`config.mk`:
```
export PLATFORM = sky130hd
export DESIGN_NAME = fetch_region_remapper
export DESIGN_NICKNAME = d
export VERILOG_FILES = /design/src/rtl/frr_pkg.sv /design/src/rtl/frr_desc_bank.sv /design/src/rtl/frr_window.sv /design/src/rtl/frr_select.sv /design/src/rtl/fetch_region_remapper.sv
export SDC_FILE = /design/constraint.sdc
export NUM_CORES = 1
export LEC_CHECK = 0
export BUFFER_PORTS_ARGS = -buffer_cell sky130_fd_sc_hd__buf_4
export CAP_MARGIN = 0
export CORE_ASPECT_RATIO = 0.5
export CORE_MARGIN = 2
export CORE_UTILIZATION = 40
export CTS_CLUSTER_SIZE = 14
export DETAILED_ROUTE_END_ITERATION = 10
export MAX_ROUTING_LAYER = met4
export PLACE_DENSITY = 0.71
export RECOVER_POWER = 50
export REMOVE_ABC_BUFFERS = 1
export SLEW_MARGIN = 40
export SYNTH_ARGS = -nofsm -noshare
export SYNTH_HDL_FRONTEND = slang
export SYNTH_HIERARCHICAL = 1
export SYNTH_SLANG_ARGS = --single-unit
```
`constraint.sdc`:
```
create_clock -name clk -period 7.1 [get_ports clk]
set_input_delay 1.065 -clock clk [delete_from_list [all_inputs] [get_ports clk]]
set_output_delay 1.065 -clock clk [all_outputs]
set_load 0.02 [all_outputs]
```
`src/rtl/frr_pkg.sv`:
```
// Package: shared widths and the descriptor layout for the fetch remapper.
// Assumes a 32-bit address space, a 512 MB code alias space and 2 MB granularity.
package frr_pkg;
    localparam int FRR_ADDR_W   = 32;
    localparam int FRR_ALIAS_W  = 29;
    localparam int FRR_GRAN_LSB = 21;
    localparam int FRR_SIZE_W   = 3;
    localparam int FRR_BASE_W   = FRR_ALIAS_W - FRR_GRAN_LSB;
    localparam int FRR_HI_W     = FRR_ADDR_W - FRR_GRAN_LSB;

    // Descriptor; the first member is the most significant, so enable sits at bit 0.
    typedef struct packed {
        logic [FRR_HI_W-1:0]   target;
        logic [FRR_BASE_W-1:0] base;
        logic                  burst_incr;
        logic                  port;
        logic [FRR_SIZE_W-1:0] size;
        logic                  en;
    } frr_desc_t;

    localparam int FRR_CFG_W = $bits(frr_desc_t);
endpackage

```
`src/rtl/frr_desc_bank.sv`:
```
// Module: descriptor storage. Holds NUM_REGIONS descriptors, writes them on
// the clock edge after a strobe and reads one back without a clock edge.
// Assumes the index is below NUM_REGIONS; other indices write nothing and read zero.
module frr_desc_bank
    import frr_pkg::*;
#(
    parameter int NUM_REGIONS = 4,
    localparam int IDX_W = (NUM_REGIONS > 1) ? $clog2(NUM_REGIONS) : 1
) (
    input  logic                              clk,
    input  logic                              rst_n,
    input  logic                              wr_en,
    input  logic [IDX_W-1:0]                  idx,
    input  frr_desc_t                         wr_desc,
    output frr_desc_t                         rd_desc,
    output frr_desc_t [NUM_REGIONS-1:0]       desc_q
);
    logic idx_ok;

    // Purpose: flag an index that names an existing descriptor.
    always_comb begin
        idx_ok = (int'(idx) < NUM_REGIONS);
    end

    // Purpose: clear all descriptors on reset, store the addressed one on a write.
    always_ff @(posedge clk) begin
        if (!rst_n) begin
            desc_q <= '0;
        end else if (wr_en && idx_ok) begin
            desc_q[idx] <= wr_desc;
        end
    end

    // Purpose: present the addressed descriptor for readback.
    always_comb begin
        rd_desc = idx_ok ? desc_q[idx] : '0;
    end

    assert_write_commit_R2: assert property (@(posedge clk) disable iff (!rst_n)
        (wr_en && idx_ok) |=> (desc_q[$past(idx)] == $past(wr_desc)))
        else $error("descriptor write not committed");

    assert_idle_holds_R2: assert property (@(posedge clk) disable iff (!rst_n)
        !wr_en |=> $stable(desc_q))
        else $error("descriptor changed without a write");
endmodule

```
`src/rtl/frr_window.sv`:
```
// Module: one translation window. Decides whether the upper fetch address
// bits fall inside the window and forms the substituted upper bits.
// Assumes fetch_hi holds address bits ADDR_W-1 down to the granule LSB.
module frr_window
    import frr_pkg::*;
(
    input  logic                  clk,
    input  logic                  rst_n,
    input  logic                  win_en,
    input  logic [FRR_SIZE_W-1:0] win_size,
    input  logic [FRR_BASE_W-1:0] win_base,
    input  logic [FRR_HI_W-1:0]   win_target,
    input  logic [FRR_HI_W-1:0]   fetch_hi,
    output logic                  win_hit,
    output logic [FRR_HI_W-1:0]   xlat_hi
);
    logic [FRR_HI_W-1:0]   keep;
    logic [FRR_BASE_W-1:0] diff;
    logic                  alias_ok;

    // Purpose: mark the granule bits that lie above the window offset.
    always_comb begin
        for (int i = 0; i < FRR_HI_W; i++) begin
            keep[i] = ((i + 1) >= int'(win_size));
        end
    end

    // Purpose: compare the significant alias bits against the stored base.
    always_comb begin
        alias_ok = (fetch_hi[FRR_HI_W-1:FRR_BASE_W] == '0);
        diff     = (fetch_hi[FRR_BASE_W-1:0] ^ win_base) & keep[FRR_BASE_W-1:0];
        win_hit  = win_en && (win_size != '0) && alias_ok && (diff == '0);
    end

    // Purpose: take target bits above the offset, fetch bits below it.
    always_comb begin
        xlat_hi = (win_target & keep) | (fetch_hi & ~keep);
    end

    assert_size0_never_hits_R3: assert property (@(posedge clk) disable iff (!rst_n)
        (win_size == '0 || !win_en) |-> !win_hit)
        else $error("disabled window reported a hit");
endmodule

```
`src/rtl/frr_select.sv`:
```
// Module: priority selection. Picks the lowest-numbered hitting window and
// drives the output address, index, port and burst style from it.
// Assumes per-window translations are already formed.
module frr_select
    import frr_pkg::*;
#(
    parameter int NUM_REGIONS = 4,
    localparam int IDX_W = (NUM_REGIONS > 1) ? $clog2(NUM_REGIONS) : 1
) (
    input  logic                                clk,
    input  logic                                rst_n,
    input  logic [NUM_REGIONS-1:0]              win_hit,
    input  logic [NUM_REGIONS-1:0][FRR_HI_W-1:0] win_xlat,
    input  logic [NUM_REGIONS-1:0]              win_port,
    input  logic [NUM_REGIONS-1:0]              win_burst,
    input  logic [FRR_ADDR_W-1:0]               fetch_addr,
    output logic                                sel_hit,
    output logic [IDX_W-1:0]                    sel_idx,
    output logic [FRR_ADDR_W-1:0]               sel_addr,
    output logic                                sel_port,
    output logic                                sel_burst
);
    // Purpose: scan from the top down so the lowest hitting index wins.
    always_comb begin
        sel_hit = 1'b0;
        sel_idx = '0;
        for (int r = NUM_REGIONS - 1; r >= 0; r--) begin
            if (win_hit[r]) begin
                sel_hit = 1'b1;
                sel_idx = IDX_W'(r);
            end
        end
    end

    // Purpose: route the winner's translation and attributes, or pass through.
    always_comb begin
        if (sel_hit) begin
            sel_addr  = {win_xlat[sel_idx], fetch_addr[FRR_GRAN_LSB-1:0]};
            sel_port  = win_port[sel_idx];
            sel_burst = win_burst[sel_idx];
        end else begin
            sel_addr  = fetch_addr;
            sel_port  = 1'b0;
            sel_burst = 1'b0;
        end
    end

    assert_hit_any_R4: assert property (@(posedge clk) disable iff (!rst_n)
        sel_hit == (win_hit != '0))
        else $error("hit flag disagrees with window hits");

    assert_winner_hits_R6: assert property (@(posedge clk) disable iff (!rst_n)
        sel_hit |-> win_hit[sel_idx])
        else $error("winner does not hit");

    assert_no_lower_hit_R6: assert property (@(posedge clk) disable iff (!rst_n)
        sel_hit |-> ((win_hit & ((NUM_REGIONS'(1) << sel_idx) - NUM_REGIONS'(1))) == '0))
        else $error("a lower-numbered window also hits");
endmodule

```
`src/rtl/fetch_region_remapper.sv`:
```
// Module: top of the fetch address remapper. Stores the descriptors, runs one
// window per descriptor in parallel and selects the winner.
// Assumes translation is consumed in the same cycle it is presented.
module fetch_region_remapper
    import frr_pkg::*;
#(
    parameter int NUM_REGIONS = 4,
    localparam int IDX_W = (NUM_REGIONS > 1) ? $clog2(NUM_REGIONS) : 1
) (
    input  logic                  clk,
    input  logic                  rst_n,
    input  logic                  cfg_we,
    input  logic [IDX_W-1:0]      cfg_idx,
    input  logic [FRR_CFG_W-1:0]  cfg_wdata,
    output logic [FRR_CFG_W-1:0]  cfg_rdata,
    input  logic [FRR_ADDR_W-1:0] fetch_addr,
    output logic [FRR_ADDR_W-1:0] out_addr,
    output logic                  hit,
    output logic [IDX_W-1:0]      hit_region,
    output logic                  port_sel,
    output logic                  burst_incr
);
    frr_desc_t [NUM_REGIONS-1:0]         desc_q;
    frr_desc_t                           rd_desc;
    logic [NUM_REGIONS-1:0]              win_hit;
    logic [NUM_REGIONS-1:0][FRR_HI_W-1:0] win_xlat;
    logic [NUM_REGIONS-1:0]              win_port;
    logic [NUM_REGIONS-1:0]              win_burst;

    frr_desc_bank #(.NUM_REGIONS(NUM_REGIONS)) u_bank (
        .clk     (clk),
        .rst_n   (rst_n),
        .wr_en   (cfg_we),
        .idx     (cfg_idx),
        .wr_desc (frr_desc_t'(cfg_wdata)),
        .rd_desc (rd_desc),
        .desc_q  (desc_q)
    );

    // Purpose: expose the addressed descriptor as a flat word.
    always_comb begin
        cfg_rdata = FRR_CFG_W'(rd_desc);
    end

    for (genvar r = 0; r < NUM_REGIONS; r++) begin : g_win
        frr_window u_win (
            .clk        (clk),
            .rst_n      (rst_n),
            .win_en     (desc_q[r].en),
            .win_size   (desc_q[r].size),
            .win_base   (desc_q[r].base),
            .win_target (desc_q[r].target),
            .fetch_hi   (fetch_addr[FRR_ADDR_W-1:FRR_GRAN_LSB]),
            .win_hit    (win_hit[r]),
            .xlat_hi    (win_xlat[r])
        );

        // Purpose: gather this window's routing attributes.
        always_comb begin
            win_port[r]  = desc_q[r].port;
            win_burst[r] = desc_q[r].burst_incr;
        end
    end

    frr_select #(.NUM_REGIONS(NUM_REGIONS)) u_sel (
        .clk        (clk),
        .rst_n      (rst_n),
        .win_hit    (win_hit),
        .win_xlat   (win_xlat),
        .win_port   (win_port),
        .win_burst  (win_burst),
        .fetch_addr (fetch_addr),
        .sel_hit    (hit),
        .sel_idx    (hit_region),
        .sel_addr   (out_addr),
        .sel_port   (port_sel),
        .sel_burst  (burst_incr)
    );

    assert_miss_passthru_R7: assert property (@(posedge clk) disable iff (!rst_n)
        !hit |-> (out_addr == fetch_addr && !port_sel && !burst_incr && hit_region == '0))
        else $error("miss did not pass through");

    assert_low_bits_kept_R5: assert property (@(posedge clk) disable iff (!rst_n)
        out_addr[FRR_GRAN_LSB-1:0] == fetch_addr[FRR_GRAN_LSB-1:0])
        else $error("sub-granule offset altered");

    assert_hit_in_alias_R4: assert property (@(posedge clk) disable iff (!rst_n)
        hit |-> (fetch_addr[FRR_ADDR_W-1:FRR_ALIAS_W] == '0))
        else $error("hit outside code alias space");
endmodule

```
==> impl_metrics.csv <==
group,metric,value,unit
setup_path,critPathMaxFanout,12,
synth,synthCells,627,
hold_path,whs_path_depth,2,
synth,netlist_top_cells_count,"nand2_1, dfxtp_1, mux2i_1",
setup_path,cp_data_arrival_time,4.27,ns
clocking,post_cts_buffers,0,
setup_path,cpPeakStageDelay,0.62,ns
layout,largest_register_ffs,100,
layout,area_growth_syn_to_layout,10.5,%
setup_path,worstSetupEndpointType,"output pin",
grt,grt_start_max_net_pins,99,
setup_path,cp_top_family,"simple AND/OR/NAND/NOR gates",
setup_path,r2r-start,"u_bank/desc_q[78]",
grt,antenna_found_initial,0,
setup_path,crit_chain,"buf_4, nor4b_2, nand3_1, or4_1, a2111oi_4, nand2b_1, o221ai_1, a31oi_1, buf_4",
power,peakVddDrop,0.117,mV
setup_path,rr_worst_depth,2,
sta,min_period,5.33,ns
outcome,status,"finished, violations left",
floorplanning,die_h,91.4,um
clocking,clk_latency,0.34,ns
sta,timing.final.hold_violations,0,
clocking,post_cts_resized,0,
clocking,postCtsHoldBufs,0,
layout,regMostFlops,"u_bank/desc_q",
clocking,htreeDepth,3,
synth,yosys.area_share.simple,13.9,%
power,p_leak,2.84,nW
detailed_routing,detail_route.vias_per_cell,5.68,
floorplanning,core-area,0.0147,mm^2
floorplanning,io_pins,124,
power,power_density,193,mW/mm^2
power,swShare,25.3,%
sta,slew_headroom,-59.0,%
sta,tns,0,ns
power,p_comb_share,14.3,%
detailed_routing,vias,4787,
layout,finalNetCount,703,
sta,rsz0062_at_grt,"false",
sta,fmax,187,MHz
place,gp_congestion,0.868,
detailed_routing,routed_wl,16.7,mm
layout,reg_top3,"u_bank/desc_q x100",
sta,tightestPinTransition,2.38,ns
layout,drive_gt1_share,25.6,%
sta,skew,0,ns
floorplanning,rows,31,
synth,synth_top_family_by_area,"multiplexers",
synth,synth_edf_count,0,
detailed_routing,dr_wl_met2,7.91,mm
synth,syn_avg_cell_area,9.75,um^2
clocking,root_buffer,"clkbuf_16",
sta,hold_slack,0.469,ns
setup_path,required,6.03,ns
synth,synth.distinct_cells,37,
layout,multiInputGateArea,0.00354,mm^2
clocking,cts.path.max_buffers,2,
power,clkPwrFrac,39.6,%
synth,yosysWarnings,6,
synth,synth-compound-area-share,8.19,%
detailed_routing,first_pass_iters,5,
synth,synth.area.mux_share,30.3,%
floorplanning,start_util,41.6,%
synth,yosysTopAreaCellShare,32.8,%
detailed_routing,dr.max_layer_used,"met4",
detailed_routing,drc,0,
synth,synth_adder_area_share,0,%
sta,slew_violations,108,
grt,grt_pass1_wl,25.7,mm
synth,ys.flop_type,"dfxtp_1",
synth,ys_ff_latch,100,
detailed_routing,postRouteAntennaNets,0,
grt,overflow,0,
detailed_routing,met1_length,7.23,mm
setup_path,crit_path_top_delay_cell,"a2111oi_4",
place,numPortBuffers,81,
power,p_total,0.00131,W
layout,n_fill_cell,1341,
sta,finalSetupViolations,0,
run,maxCapViolations,4,
synth,synth-xor-area-share,4.59,%
power,p_int,0.000976,W
synth,async_flop_share,0,%
sta,fin_crit_sh,75.1,%
clocking,cts_tree,"done",
place,dp_hpwl,11.3,mm
synth,synthMostInstantiatedCell,"nand2_1",
setup_path,cp.buffers_inverters,2,
setup_path,reg2reg_to,"u_bank/desc_q[78]",
synth,mappedNetlistArea,0.00611,mm^2
detailed_routing,wl_met3,1.08,mm
power,seq_power_share,46.1,%
synth,synth_area_leader_cell,"dfxtp_1",
clocking,path_clk_slew,0.07,ns
setup_path,reg2reg_setup_slack,6.17,ns
setup_path,crit_path_frequent_cell,"buf_4",
floorplanning,die_w,179,um
synth,synthTopCellsByArea,"dfxtp_1, mux2i_1, nand2_1",
hold_path,hp-class,"flop to flop",
outcome,violations,"max-capacitance violations, max-slew violations",
detailed_routing,initialDrtViolationCount,275,
clocking,cts-buffers-inserted,9,
power,p_sw,0.000330,W
hold_path,worstHoldStart,"u_bank/desc_q[22]",
setup_path,crit_type,"input port to output pin",
grt,grt_pass1_vias,4748,
layout,seq_area,0.00200,mm^2
detailed_routing,wire_per_inst,19.8,um
grt,grt_usage,21.2,%
synth,yosysSeqAreaShare,32.8,%
layout,diodes,0,
clocking,cts.sinks,100,
setup_path,cp-start-kind,"input port",
hold_path,worstHoldEndpoint,"u_bank/desc_q[22]",
floorplanning,die-area,0.0163,mm^2
how the worst max path moves through the flow:
stage | startpoint | endpoint | slack (ns) | cells after the start
after floorplan | fetch_addr[30] | out_addr[21] | 2.33 | 7
after global placement | fetch_addr[30] | out_addr[30] | 1.54 | 9
after detailed placement | fetch_addr[30] | out_addr[30] | 1.62 | 9
after CTS | fetch_addr[30] | out_addr[30] | 1.60 | 9
after global routing | fetch_addr[30] | out_addr[28] | 1.67 | 9
final | fetch_addr[30] | out_addr[30] | 1.77 | 9
power by group through the flow:
stage	Clock, W	Sequential [W]	Combinational (W)
global route	0.000547	0.000605	0.000199
floorplan	0	0.000607	0.000103
detailed placement	0	0.000614	0.000182
CTS	0.000525	0.000602	0.000183
global placement	0	0.000614	0.000178
finish	0.000517	0.000602	0.000186
kinds of logic after synthesis:
family	Yosys count
mux	149
simple gates	189
buf+inv	86
xor+xnor	32
compound gates	71
flops	100
routing by layer:
layer,vias up,track usage [%]
li1,2222,-
met1,2341,26.3
met2,182,33.4
met3,42,5.11
met4,0,7.99
met5,-,-
stage by stage:
stage / std cells / area (um^2) / util, % / setup slack, ns
after floorplan: 543 / 5490 / - / 2.33
after global placement: 827 / 6410 / 43.6 / 1.54
after detailed placement: 828 / 6440 / 43.8 / 1.62
after CTS: 843 / 6750 / 45.9 / 1.60
after global routing: 843 / 6750 / 45.9 / 1.67
final: 843 / 6750 / 45.9 / 1.77
worst register-to-register path, cell delays in order (launching register included):
cell     delay (ns)
dfxtp_1        0.58
nand2_1        0.10
mux2i_1        0.15
cell type report:
type	count	share of cell area [%]
Inverter	2	0.111
Tap cell	198	3.67
Multi-Input combinational cell	441	52.4
Sequential cell	100	29.6
Clock buffer	10	3.39
Timing Repair Buffer	87	9.56
Clock inverter	5	1.22
placed cells by master, fill, tap and decap left out, types with 4 or more instances in the layout:
cell	Yosys	final
buf_4	46	83
mux4_2	21	21
a21oi_1	9	9
nor4b_2	4	4
mux2i_1	100	100
nand3_1	8	9
o32ai_1	4	4
o221ai_1	11	11
a2111oi_4	0	4
nand2_1	142	142
a21boi_0	4	4
clkbuf_16	0	9
nor2_1	13	12
mux4_1	4	4
o21ai_0	19	19
a31oi_1	11	11
or4_1	4	4
a211oi_1	4	4
mux2_2	24	24
clkbuf_1	14	4
dfxtp_1	100	100
nor2_2	9	10
xnor2_1	32	32
(Power assumes the default switching activity.)
